==> src/rtl/banked_sreg_port.sv <==
module banked_sreg_port #(
  parameter int DW = 32,
  parameter bit SEC_EXT = 1'b1,
  parameter logic [DW-1:0] MSP_INIT = DW'(32'h2000_1000),
  parameter logic [DW-1:0] PSP_INIT = DW'(32'h2000_0800)
)(
  input  logic          clk,
  input  logic          rst_n,
  input  logic [7:0]    sel,
  input  logic          wr_en,
  input  logic [DW-1:0] wr_data,
  input  logic          is_secure,
  input  logic          is_priv,
  input  logic          is_handler,
  output logic [DW-1:0] rd_data,
  output logic          ignored
);
  localparam int PRW = 8;
  localparam int CTW = 2;
  localparam int SPSEL = 1;

  typedef enum logic [2:0] {K_NONE, K_MSP, K_PSP, K_PM, K_PRI, K_FM, K_CTL} kind_t;

  logic [1:0][DW-1:0]  msp_q, psp_q;
  logic [1:0]          pm_q, fm_q;
  logic [1:0][PRW-1:0] pri_q;
  logic [1:0][CTW-1:0] ctl_q;

  kind_t kind;
  logic  bank;
  logic  open_unpriv;
  logic  rd_ok, wr_ok;

  always_comb begin
    kind = K_NONE;
    bank = is_secure;
    open_unpriv = 1'b0;
    case (sel)
      8'd8:  kind = K_MSP;
      8'd9:  kind = K_PSP;
      8'd16: kind = K_PM;
      8'd17: kind = K_PRI;
      8'd19: kind = K_FM;
      8'd20: begin kind = K_CTL; open_unpriv = 1'b1; end
      default: ;
    endcase
    if (SEC_EXT && is_secure) begin
      case (sel)
        8'h88: begin kind = K_MSP; bank = 1'b0; end
        8'h89: begin kind = K_PSP; bank = 1'b0; end
        8'h90: begin kind = K_PM;  bank = 1'b0; end
        8'h91: begin kind = K_PRI; bank = 1'b0; end
        8'h93: begin kind = K_FM;  bank = 1'b0; end
        8'h94: begin kind = K_CTL; bank = 1'b0; open_unpriv = 1'b1; end
        8'h98: begin
          kind = (!is_handler && ctl_q[0][SPSEL]) ? K_PSP : K_MSP;
          bank = 1'b0;
        end
        default: ;
      endcase
    end
  end

  assign rd_ok   = (kind != K_NONE) && (is_priv || open_unpriv);
  assign wr_ok   = wr_en && (kind != K_NONE) && is_priv;
  assign ignored = wr_en && !wr_ok;

  always_comb begin
    rd_data = '0;
    if (rd_ok) begin
      case (kind)
        K_MSP: rd_data = msp_q[bank];
        K_PSP: rd_data = psp_q[bank];
        K_PM:  rd_data = DW'(pm_q[bank]);
        K_PRI: rd_data = DW'(pri_q[bank]);
        K_FM:  rd_data = DW'(fm_q[bank]);
        K_CTL: rd_data = DW'(ctl_q[bank]);
        default: rd_data = '0;
      endcase
    end
  end

  always_ff @(posedge clk or negedge rst_n) begin
    if (!rst_n) begin
      msp_q <= {2{MSP_INIT}};
      psp_q <= {2{PSP_INIT}};
      pm_q  <= '0;
      fm_q  <= '0;
      pri_q <= '0;
      ctl_q <= '0;
    end else if (wr_ok) begin
      case (kind)
        K_MSP: msp_q[bank] <= wr_data;
        K_PSP: psp_q[bank] <= wr_data;
        K_PM:  pm_q[bank]  <= wr_data[0];
        K_PRI: pri_q[bank] <= wr_data[PRW-1:0];
        K_FM:  fm_q[bank]  <= wr_data[0];
        K_CTL: ctl_q[bank] <= wr_data[CTW-1:0];
        default: ;
      endcase
    end
  end
endmodule

==> config.mk <==
export PLATFORM = sky130hd
export DESIGN_NAME = banked_sreg_port
export DESIGN_NICKNAME = d
export VERILOG_FILES = /design/src/rtl/banked_sreg_port.sv
export SDC_FILE = /design/constraint.sdc
export NUM_CORES = 1
export LEC_CHECK = 0
export CORE_MARGIN = 10
export CORE_UTILIZATION = 25
export DETAILED_ROUTE_END_ITERATION = 6
export GPL_TIMING_DRIVEN = 0
export PLACE_DENSITY_LB_ADDON = 0.05
export REMOVE_ABC_BUFFERS = 1
export SETUP_SLACK_MARGIN = 0.02
export SLEW_MARGIN = 20
export SYNTH_ARGS = -nofsm -noshare
export SYNTH_HDL_FRONTEND = slang
export SYNTH_SLANG_ARGS = --single-unit
==> constraint.sdc <==
create_clock -name clk -period 8.85 [get_ports clk]
set_input_delay 1.3275 -clock clk [delete_from_list [all_inputs] [get_ports clk]]
set_output_delay 1.3275 -clock clk [all_outputs]
set_load 0.005 [all_outputs]
Yosys cells after proc, flatten, opt, wreduce, memory -nomap -nowiden
Cells that the tools add are included.
Widths: inputs -> output; s select.
Word-level totals
  bits in registers: 152
  input bits: 46
  output and inout port bits: 33
  word-level logic and storage cells: 85
Operators by class
  $lt $le $gt $ge: 2
  equality and inequality tests: 19
  mux-type cells: 37
  reductions and logical operators: 17
Operators by type and width (number)
  $mux 32: 6
  $pmux 32 s6: 1
  $bwmux 64: 2
  $eq 8x8->1 const B: 7
  $demux 32 s1: 1
  $eq 8x5->1 const B: 4
  $mux 8: 3
  $pmux 3 s7: 1
  $pmux 3 s6: 1
  $bwmux 16: 1
  $eq 8x4->1 const B: 2
  $reduce_and 2->1: 6
  $mux 1: 10
  $eq 3x3->1 const B: 3
  $demux 8 s1: 1
  $mux 2: 4
  $reduce_or 7->1: 1
  $eq 3x2->1 const B: 2
  $logic_and 1x1->1: 6
  $bwmux 2: 2
  $bwmux 4: 1
  $eq 3x1->1 const B: 1
  $mux 3: 1
  $reduce_bool 3->1: 1
  other kinds (6): 7

Logic depth before layout (Yosys ltp)
  depth in word-level cells: 10
  depth in mapped cells: 11
  gate-level depth less buffers: 7

Worst setup path before layout
OpenSTA, ideal clock, no wires.
  path kind: input to output
  from: in sel[4]
  to: out rd_data[23]
  arrival time: 3.324 ns
  data required time: 7.523 ns
  path slack: 4.198 ns
  stages on the path: 10
  buffers on the path: 3
  cells stage by stage: buf_2 -> nor4b_1 -> or4_1 -> and3_1 -> a22o_2 -> nand3_2 -> buf_2 -> buf_2 -> o22a_1 -> nor2_1
Between the ends
  word-level cells in the longest chain between the ends: 8
  elaborated cells on any way between the ends: 37
  those cells by class: eq/ne: 19; mux: 14; reduce/logical: 4
Ends and longest elaborated chain
  start, declared: RTL line 9  | input logic [7:0] sel,
  branches (longest 7 deep; another with $pmux 32 s6)
  $mux 32 *: RTL line 70  | if (rd_ok) begin
  end, declared: RTL line 15  | output logic [DW-1:0] rd_data,
Every way passes the cells marked *. The select of a mux whose other input is x is not followed.

Worst setup path after layout
  from: in sel[4]
  to: out rd_data[0]
Between the ends
  word-level cells in the longest chain between the ends: 8
  elaborated cells on any way between the ends: 45
  those cells by class: eq/ne: 19; mux: 22; reduce/logical: 4
Ends and longest elaborated chain (RTL line)
  branches (longest 7 deep; another with $pmux 32 s6)
  $mux 32 *: 70
Marked as above.

==> run summary <==
# DRC: 0
fillcell total: 2924
diode count: 0
sum of negative setup slack: 0 ns
Hold Crit Depth: 1
Synth top area share: 47.8%
Max-cap violations: 0
area of the mapped netlist: 0.00753 mm^2
CTS tree: yes
mean number of vias per cell: 4.68
Synth Area in Compound Gates: 6.51%
run status: completed
Hold Violations, Final: 0
reg2reg start: ctl_q[1]
Die ar.: 0.0375 mm^2
cts repair resizes: 0
largest family of logic cells by synthesized area: multiplexers
Power Density: 165 mW/mm^2
# port buffers: 78
Critical Path RT: 7.52 ns
Layout area overhead: 26.2%
global-route wire length before repair: 33.7 mm
r2r endpoint: psp_q[8]
Netlist cell types: 46
maximum vdd drop: 0.0816 mV
Skew-Pair Late Insertion Delay: 0.43 ns
syn_area_per_cell: 12.7 um^2
area of the multi-input gates: 0.00349 mm^2
share of cells above drive strength 1: 29.1%
Post-Synth Simple-Gate Area: 7.69%
first-pass detailed-route iteration total: 4
asr flop ratio synth: 100%
Hold Startpoint: psp_q[25]
largest net degree at the start of global routing: 92
Total Routing Usage GR: 11.5%
# nets final: 713
gr ovfl total: 0
Hold WS: 0.484 ns
I/O pin cnt: 79
reg2reg path depth: 8
Routed WL: 21.0 mm
Max Slew Vio Count: 0
Worst Hold Path EP: psp_q[25]
H-tree depth: 4
Initial Util: 25.4%
XOR/XNOR share of the synthesized area: 0.116%
Crit Path Max Fanout: 30
NetSw: 401 uW
Post-CTS Setup Inserts: 0
power share of the clock group: 44.8%
min setup slack post-route: 1.58 ns
CP Class: input pin to output pin
post-synthesis mux area share: 31.7%
Reg clk slew, reported paths: 0.06 ns
worst-margin pin slew: 1.04 ns
# rows: 63
register area share after synthesis: 50.6%
Flop pwr share: 47.2%
count of flip-flops with a built-in enable after synthesis: 0
Max Freq: 137 MHz
Yosys Warn Count: 0
Synth Register Bits: 152
Tmin final: 7.27 ns
hold_buf cts: 0
R2R Setup Slk: 4.89 ns
Yosys top cell by area: dfrtp_1
Sw Share: 25.5%
CTS Sinks: 152
Cells after Synth: 591
vias in the first global route: 5579
Combinational Power Share: 8.0%
register area: 0.00381 mm^2
cell internal pwr: 1.17 mW
DPL Wire Length: 13.9 mm
CP Capture Type: output pin
RSZ-0062 raised after global routing: false
Max-slew headroom: 30.9%
Synth Area in Adders: 0%
Most used DFF post-synth: dfrtp_1
final RePlAce weighted congestion: 0.723
Root Buffer: clkbuf_16
vias: 5008
Setup crit start kind: input pin
Core Area: 0.0297 mm^2
endpoints failing setup: 0
Arrival @ worst endpoint: 5.95 ns
die height: 194 um
CTS Buf Count: 17
top cells by area, synth: dfrtp_1 (48%), mux2_2 (19%), mux2i_1 (8.1%), mux2_1 (4.8%), o22a_1 (2.9%)
Post-Place Setup Slack: 1.46 ns
Tcrit/Tclk final: 82.2%
Final Util: 32.0%
antenna violations before repair: 1
Leak Pwr: 4.26 nW
clock skew: 0.00844 ns
DRT iter0 DRCs: 204
width of the die: 194 um
Hold Crit Class: flop to flop
Max Root-Sink Buffers: 2
Avg WL per Cell: 19.7 um
Final ANT Viol Nets: 0
[logic make-up (layout without fill, tap and decap cells)]
group                     after synthesis  count (layout)
AOI/OAI and AO/OA                      67              67
xor gates and xnor gates                1               1
buffers and inverters                  41             130
DFF                                   152             152
muxes                                 219             219
and+or+nand+nor                       111             111
[worst max path at each step]
stage / cells after the start / slack, ns / end / startpoint
finish: 9 / 1.58 / rd_data[0] / sel[4]
global placement: 7 / -1.17 / psp_q[35] / sel[3]
detailed placement: 9 / 1.46 / rd_data[0] / sel[4]
global route: 9 / 1.26 / rd_data[0] / sel[4]
floorplan: 7 / 2.39 / rd_data[5] / sel[2]
CTS: 9 / 1.48 / rd_data[0] / sel[4]
[cells in the mapped netlist (all sizes together), types with 2 or more instances]
| cell | n |
|---|---|
| o22a | 25 |
| nor4b | 4 |
| mux2 | 158 |
| mux2i | 61 |
| buf | 29 |
| nand2b | 2 |
| nand2 | 26 |
| dfstp | 8 |
| inv | 3 |
| o21a | 5 |
| a21o | 4 |
| nor2 | 36 |
| dfrtp | 144 |
| nor2b | 4 |
| nand3 | 18 |
| a21boi | 2 |
| o21ai | 9 |
| clkbuf | 9 |
| and3 | 2 |
| nor3 | 11 |
| a21oi | 14 |
[state kept, by name, summed over array words and instances, names as in the netlist]
signal	count
pm_q	2
fm_q	2
pri_q	16
psp_q	64
ctl_q	4
msp_q	64
[per-stage QoR]
step           instances  total power [mW]  area, um^2
6_report            1070              1.57        9510
5_1_grt             1070              1.65        9510
4_1_cts             1070              1.60        9510
3_3_place_gp        1021             0.878        8560
2_1_floorplan        553             0.814        7290
3_5_place_dp        1038             0.882        8940
[metal layers]
layer  GRT usage (%)  wire, um  vias up
li1                -         -     2314
met1            14.9     10100     2589
met2            18.6      9980       82
met3            2.80       661       21
met4            3.09       236        2
met5               0        20        -
[power by group through the flow]
stage	logic [mW]	clock network, mW	registers [mW]
after floorplan	0.0651	0	0.749
after global placement	0.127	0	0.751
after detailed placement	0.129	0	0.753
after CTS	0.130	0.732	0.740
after global routing	0.141	0.765	0.744
final	0.126	0.703	0.740
[cell type report]
class | count | share of cell area (%)
well taps | 390 | 5.13
flip-flops and latches | 152 | 40.1
repair buffers | 95 | 11.9
clock inverters | 14 | 1.33
inverters | 3 | 0.118
clock buffers | 18 | 4.62
multi-input cells | 398 | 36.8
[critical path, stage by stage]
cell and delay (ns):
clkdlybuf4s50_1 0.60, nor4b_1 0.26, or4_1 0.55, nor4b_1 0.19, o21ai_2 0.66, nand3_2 1.00
o22a_1 0.51, a31oi_1 0.27, clkdlybuf4s50_1 0.56
[placed cells by master (no fill, tap or decap), types with 8 or more instances in the layout]
master and n:
nand3_1 14, a21oi_1 14, nor2_1 33, buf_16 8, mux2_2 126, mux2i_1 61, o22a_1 25, nand2_1 26
nor3_1 10, dfrtp_1 144, dfstp_2 8, clkbuf_16 17, mux2_1 32, clkdlybuf4s50_1 77
Note: power is estimated with default switching activity, not from simulation.
